File: config.mk
export PLATFORM = sky130hd
export DESIGN_NAME = dbuf_timer
export DESIGN_NICKNAME = d
export VERILOG_FILES = /design/src/rtl/dbuf_timer_pkg.sv /design/src/rtl/dbuf_rst_sync.sv /design/src/rtl/dbuf_counter.sv /design/src/rtl/dbuf_slot.sv /design/src/rtl/dbuf_timer.sv
export SDC_FILE = /design/constraint.sdc
export NUM_CORES = 1
export LEC_CHECK = 0
export ABC_CLOCK_PERIOD_IN_PS = 4050
export BUFFER_PORTS_ARGS = -buffer_cell sky130_fd_sc_hd__buf_4
export CAP_MARGIN = 40
export CORE_MARGIN = 4
export CORE_UTILIZATION = 42
export DETAILED_ROUTE_END_ITERATION = 7
export SYNTH_ARGS = -nofsm -noshare
export SYNTH_HDL_FRONTEND = slang
export SYNTH_SLANG_ARGS = --single-unit
File: constraint.sdc
create_clock -name clk -period 4.05 [get_ports clk]
set_clock_uncertainty 0.2 [all_clocks]
set_input_delay 0.81 -clock clk [delete_from_list [all_inputs] [get_ports clk]]
set_output_delay 0.81 -clock clk [all_outputs]
set_load 0.05 [all_outputs]
File: src/rtl/dbuf_timer_pkg.sv
package dbuf_timer_pkg;
  // Fixed register addresses
  localparam int A_TOP_LIVE = 0;
  localparam int A_TOP_SHDW = 1;
  localparam int A_LOCK_SET = 2;
  localparam int A_LOCK_CLR = 3;
  localparam int A_CMP_BASE = 4;

  function automatic int cmp_live_addr(input int ch);
    return A_CMP_BASE + 2 * ch;
  endfunction

  function automatic int cmp_shdw_addr(input int ch);
    return A_CMP_BASE + 2 * ch + 1;
  endfunction
endpackage

File: src/rtl/dbuf_rst_sync.sv
module dbuf_rst_sync (
  input  logic clk,
  input  logic rst_n,
  output logic rst_sync_n
);
  logic stage_q;
  logic out_q;

  always_ff @(posedge clk or negedge rst_n) begin
    if (!rst_n) begin
      stage_q <= 1'b0;
      out_q   <= 1'b0;
    end else begin
      stage_q <= 1'b1;
      out_q   <= stage_q;
    end
  end

  assign rst_sync_n = out_q;
endmodule

File: src/rtl/dbuf_counter.sv
module dbuf_counter #(
  parameter int CNT_W = 8
) (
  input  logic             clk,
  input  logic             rst_n,
  input  logic [CNT_W-1:0] top_q,
  output logic [CNT_W-1:0] count_q,
  output logic             at_top
);
  logic [CNT_W-1:0] count_d;

  // Continuous compare against TOP; no special case at all ones,
  // the natural width rollover handles an overshoot.
  always_comb begin
    at_top = (count_q == top_q);
    if (at_top) count_d = '0;
    else        count_d = count_q + 1'b1;
  end

  always_ff @(posedge clk or negedge rst_n) begin
    if (!rst_n) count_q <= '0;
    else        count_q <= count_d;
  end
endmodule

File: src/rtl/dbuf_slot.sv
module dbuf_slot #(
  parameter int           W       = 8,
  parameter logic [W-1:0] RST_VAL = '0
) (
  input  logic         clk,
  input  logic         rst_n,
  input  logic         wr_live,
  input  logic         wr_shdw,
  input  logic [W-1:0] wr_data,
  input  logic         upd,
  output logic [W-1:0] live_q,
  output logic [W-1:0] shdw_q,
  output logic         pend_q,
  output logic         reject
);
  logic [W-1:0] live_d;
  logic [W-1:0] shdw_d;
  logic         pend_d;
  logic         live_en;
  logic         shdw_en;
  logic         pend_en;

  always_comb begin
    live_d  = live_q;
    shdw_d  = wr_data;
    pend_d  = pend_q;
    live_en = 1'b0;
    shdw_en = 1'b0;
    pend_en = 1'b0;
    reject  = (wr_live | wr_shdw) & pend_q;
    if (pend_q) begin
      if (upd) begin
        live_d  = shdw_q;
        live_en = 1'b1;
        pend_d  = 1'b0;
        pend_en = 1'b1;
      end
    end else begin
      if (wr_live) begin
        live_d  = wr_data;
        live_en = 1'b1;
      end
      if (wr_shdw) begin
        shdw_en = 1'b1;
        pend_d  = 1'b1;
        pend_en = 1'b1;
      end
    end
  end

  always_ff @(posedge clk or negedge rst_n) begin
    if (!rst_n) begin
      live_q <= RST_VAL;
      shdw_q <= '0;
      pend_q <= 1'b0;
    end else begin
      if (live_en) live_q <= live_d;
      if (shdw_en) shdw_q <= shdw_d;
      if (pend_en) pend_q <= pend_d;
    end
  end
endmodule

File: src/rtl/dbuf_timer.sv
module dbuf_timer
  import dbuf_timer_pkg::*;
#(
  parameter int CNT_W  = 8,
  parameter int NUM_CH = 2,
  parameter int ADDR_W = 4
) (
  input  logic                    clk,
  input  logic                    rst_n,
  input  logic                    wr_en,
  input  logic [ADDR_W-1:0]       wr_addr,
  input  logic [CNT_W-1:0]        wr_data,
  output logic [CNT_W-1:0]        count,
  output logic [CNT_W-1:0]        top_val,
  output logic                    top_bufv,
  output logic                    top_busy,
  output logic [NUM_CH*CNT_W-1:0] cmp_val,
  output logic [NUM_CH-1:0]       cmp_bufv,
  output logic [NUM_CH-1:0]       cmp_busy,
  output logic                    lock_upd,
  output logic                    acc_err,
  output logic [NUM_CH-1:0]       cmp_match,
  output logic                    wrap
);
  localparam logic [CNT_W-1:0] TOP_RST = {CNT_W{1'b1}};

  logic             rst_sync_n;
  logic             at_top;
  logic             upd;
  logic [CNT_W-1:0] top_shdw;
  logic             top_rej;
  logic [NUM_CH-1:0] cmp_rej;
  logic             lock_q;
  logic             lock_d;
  logic             lock_en;
  logic             err_d;

  dbuf_rst_sync u_rst (
    .clk        (clk),
    .rst_n      (rst_n),
    .rst_sync_n (rst_sync_n)
  );

  dbuf_counter #(.CNT_W(CNT_W)) u_cnt (
    .clk     (clk),
    .rst_n   (rst_sync_n),
    .top_q   (top_val),
    .count_q (count),
    .at_top  (at_top)
  );

  assign upd  = at_top & ~lock_q;
  assign wrap = at_top;

  dbuf_slot #(.W(CNT_W), .RST_VAL(TOP_RST)) u_top (
    .clk     (clk),
    .rst_n   (rst_sync_n),
    .wr_live (wr_en && (wr_addr == ADDR_W'(A_TOP_LIVE))),
    .wr_shdw (wr_en && (wr_addr == ADDR_W'(A_TOP_SHDW))),
    .wr_data (wr_data),
    .upd     (upd),
    .live_q  (top_val),
    .shdw_q  (top_shdw),
    .pend_q  (top_bufv),
    .reject  (top_rej)
  );
  assign top_busy = top_bufv;

  for (genvar ch = 0; ch < NUM_CH; ch++) begin : g_cmp
    logic [CNT_W-1:0] shdw_unused;
    logic [CNT_W-1:0] live;

    dbuf_slot #(.W(CNT_W), .RST_VAL('0)) u_slot (
      .clk     (clk),
      .rst_n   (rst_sync_n),
      .wr_live (wr_en && (wr_addr == ADDR_W'(cmp_live_addr(ch)))),
      .wr_shdw (wr_en && (wr_addr == ADDR_W'(cmp_shdw_addr(ch)))),
      .wr_data (wr_data),
      .upd     (upd),
      .live_q  (live),
      .shdw_q  (shdw_unused),
      .pend_q  (cmp_bufv[ch]),
      .reject  (cmp_rej[ch])
    );

    assign cmp_val[ch*CNT_W +: CNT_W] = live;
    assign cmp_busy[ch]  = cmp_bufv[ch];
    assign cmp_match[ch] = (count == live);
  end

  // Lock control: set and clear are never refused
  always_comb begin
    lock_d  = lock_q;
    lock_en = 1'b0;
    if (wr_en && (wr_addr == ADDR_W'(A_LOCK_SET))) begin
      lock_d  = 1'b1;
      lock_en = 1'b1;
    end else if (wr_en && (wr_addr == ADDR_W'(A_LOCK_CLR))) begin
      lock_d  = 1'b0;
      lock_en = 1'b1;
    end
    err_d = top_rej | (|cmp_rej);
  end

  always_ff @(posedge clk or negedge rst_sync_n) begin
    if (!rst_sync_n) begin
      lock_q  <= 1'b0;
      acc_err <= 1'b0;
    end else begin
      if (lock_en) lock_q <= lock_d;
      acc_err <= err_d;
    end
  end

  assign lock_upd = lock_q;
endmodule

==> insert_results.sql <==
INSERT INTO impl_metrics (metric_group, metric, value, unit) VALUES
('global_routing', 'antenna_found_initial', '0', ''),
('yosys', 'post_synth_instance_area', '3423', 'um2'),
('setup_path', 'crit_path_cell_trace', 'xnor2_2 -> nand4_2 -> nor2_2 -> buf_4', ''),
('timing', 'fmax', '316.4', 'MHz'),
('setup_path', 'timing.critical_path.arrival', '2.15', 'ns'),
('power_and_ir_drop', 'static-leakage-power', '1.859', 'nW'),
('power_and_ir_drop', 'sw_frac_of_total', '0.4122', ''),
('placement', 'dp_hpwl', '5.595', 'mm'),
('setup_path', 'worst-path-buf-inv', '1', ''),
('yosys', 'synth_simple_gate_area_frac', '0.1341', ''),
('drt', 'routed_wl', '7.653', 'mm'),
('cts', 'max-clock-path-buffers', '2', ''),
('run', 'max_cap_viol_count', '0', ''),
('yosys', 'synthTopCellsByCount', '55 x dfrtp_1, 29 x mux2_2, 20 x nor2_1', ''),
('drt', 'final_antenna_net_count', '0', ''),
('floorplan', 'starting_utilization_of_the_core_area', '0.4385', ''),
('global_routing', 'global_route.usage.total', '0.1642', ''),
('yosys', 'most_frequent_cell_after_synthesis', 'dfrtp_1', ''),
('run_status', 'status', 'finished, final reports clean', ''),
('cts', 'clock_tree.root_cell', 'clkbuf_8', ''),
('yosys', 'synth_top_family_by_area', 'multiplexers', ''),
('timing', 'totalNegativeSetupSlack', '0', 'ns'),
('yosys', 'yosys.area.top_type', 'dfrtp_1', ''),
('drt', 'remaining_drc_errors', '0', ''),
('hold_path', 'hold_path.class', 'input pin to async pin', ''),
('setup_path', 'crit_path_max_fanout', '12', ''),
('drt', 'detailedRoute.firstPassIterationCount', '5', ''),
('global_routing', 'grt_first_pass_wirelength', '12.32', 'mm'),
('timing', 'worst_slew_margin_rel', '0.4881', ''),
('setup_path', 'path_class', 'flip-flop to output pin', ''),
('setup_path', 'cp_slowest_stage_delay', '0.57', 'ns'),
('global_routing', 'grt-ovfl-total', '0', ''),
('yosys', 'synthArstFlopShare', '1.000', ''),
('setup_path', 'critical-path-top-delay-family', 'simple AND/OR/NAND/NOR gates', ''),
('yosys', 'syn_nets', '300', ''),
('timing', 'rsz0062_at_grt', 'false', ''),
('yosys', 'synth-warning-count', '0', ''),
('yosys', 'post_synthesis_compound_gate_area_fraction', '0.09795', ''),
('floorplan', 'die_h', '98.28', 'um'),
('global_routing', 'first_global_vias', '2224', ''),
('finish', 'area_growth_syn_to_layout', '19.37', '%'),
('power_and_ir_drop', 'sequentialPowerShare', '0.373', ''),
('yosys', 'yosys-mux-area-fraction', '0.1462', ''),
('power_and_ir_drop', 'share_of_power_burned_in_the_clock_network', '0.240', ''),
('drt', 'detail_route.iter0.violations', '69', ''),
('floorplan', 'chipWidth', '98.28', 'um'),
('cts', 'cts.clk_slew.worst_paths', '0.07', 'ns'),
('yosys', 'syn-instance-count', '284', ''),
('cts', 'ctsResizeCount', '0', ''),
('power_and_ir_drop', 'power_density', '648.2', 'nW/um2'),
('placement', 'buffer_ports.inserted', '57', ''),
('cts', 'clock_sinks', '63', ''),
('cts', 'cts-buffers-inserted', '9', ''),
('power_and_ir_drop', 'net_switching', '1.092', 'mW'),
('floorplan', 'core_region_area', '7807', 'um2'),
('setup_path', 'data_required_time_at_the_worst_endpoint', '3.04', 'ns'),
('floorplan', 'die-area', '9659', 'um2'),
('setup_path', 'cp_capture_type', 'output pin', ''),
('finish', 'design.final.nets', '348', ''),
('yosys', 'synth-adder-area-share', '0.003655', ''),
('drt', 'via_count', '2358', ''),
('global_routing', 'pin_count_of_the_biggest_net_entering_global_routing', '62', ''),
('yosys', 'synthTopCellsByArea', 'dfrtp_1 40%, mux2_2 9.5%, dfstp_2 6.1%, xnor2_1 4.9%, a221oi_2 3.5%', ''),
('power_and_ir_drop', 'comb_power_share', '0.387', ''),
('yosys', 'synth_enable_flop_cells', '0', ''),
('yosys', 'proportion_of_netlist_area_held_by_the_largest_area_contributor', '0.4020', ''),
('finish', 'antenna_cells', '0', ''),
('timing', 'post-route-min-period', '3.161', 'ns'),
('setup_path', 'crit_slowest_cell', 'dfrtp_1', ''),
('floorplan', 'num_io_pins', '58', ''),
('finish', 'post-route-util', '0.5234', '');
per-stage QoR:
step	instances	hold WS (ns)	setup WS [ns]	power (mW)	area [um2]
after global routing	439	0.002281	0.7067	2.792	4086
after floorplan	284	0.1312	1.040	1.774	3423
after detailed placement	423	0.1523	1.245	2.037	3852
final	439	0.02992	0.8894	2.649	4086
after CTS	439	0.009078	0.8669	2.682	4086
after global placement	423	0.1401	1.274	2.031	3852
flip-flops by register name, summed over array words and instances, names as in the netlist:
register,count
g_cmp.u_slot.live_q,16
g_cmp.u_slot.shdw_q,16
u_cnt.count_q,8
u_top.live_q,8
u_top.shdw_q,8
g_cmp.u_slot.pend_q,2
acc_err,1
lock_upd,1
u_rst.rst_sync_n,1
u_rst.stage_q,1
u_top.pend_q,1
path summary, 6_finish.rpt:
path,start,endpoint,slack [ns],cells after the start
worst min-delay path,rst_n,u_rst.stage_q,0.03,1
max in group asynchronous,u_rst.rst_sync_n,g_cmp[1].u_slot.live_q[3],2.92,1
worst min register to register,u_rst.stage_q,u_rst.rst_sync_n,0.16,0
min in group clk,u_rst.stage_q,u_rst.rst_sync_n,0.16,0
worst max register to register,u_cnt.count_q[0],u_top.live_q[2],1.73,4
worst max-delay path,u_cnt.count_q[0],wrap,0.89,4
per-layer routing:
layer | up-vias | global-route usage | wire (um)
li1 | 1112 | - | -
met1 | 1176 | 0.2282 | 3633
met2 | 65 | 0.2486 | 3582
met3 | 5 | 0.05571 | 382
met4 | 0 | 0.03887 | 55
met5 | - | 0 | 0
cell families (layout without fill, tap and decap cells):
family                   Yosys count  in the layout
XOR/XNOR                          30             30
adder cells (fa/ha/maj)            1              1
AND/OR/NAND/NOR                   68             68
AO/OA/AOI/OAI                     37             37
other                              1              1
buffers and inverters             42             95
multiplexers                      42             42
flip-flops                        63             63
area by class of cell:
type,instances,area [um2]
multi-input cells,179,1619
inverters,20,75.07
fillers,690,3721
clock inverters,3,65.06
well taps,102,127.6
flip-flops and latches,63,1588
clock buffers,13,168.9
repair buffers,59,442.9
layout by cell type (no fill, tap or decap), drive strengths merged, types with 4 or more instances in the layout:
master  instances
o31ai           8
a211oi          8
inv            19
dfrtp          55
nand4          15
a221oi          8
nor2           21
clkbuf         13
a31oi           9
nand2           4
xor2            5
dfstp           8
mux2           40
nor3b          11
buf            59
nand3           5
xnor2          25
power by group through the flow:
stage / Sequential, mW / Combinational [mW] / Clock [mW]
2_1_floorplan: 1.24 / 0.534 / 0
3_3_place_gp: 0.993 / 1.04 / 0
3_5_place_dp: 1.00 / 1.04 / 0
4_1_cts: 0.990 / 1.04 / 0.655
5_1_grt: 1.01 / 1.09 / 0.686
6_report: 0.987 / 1.03 / 0.635
No activity file was read; power rests on OpenSTA's default activity.
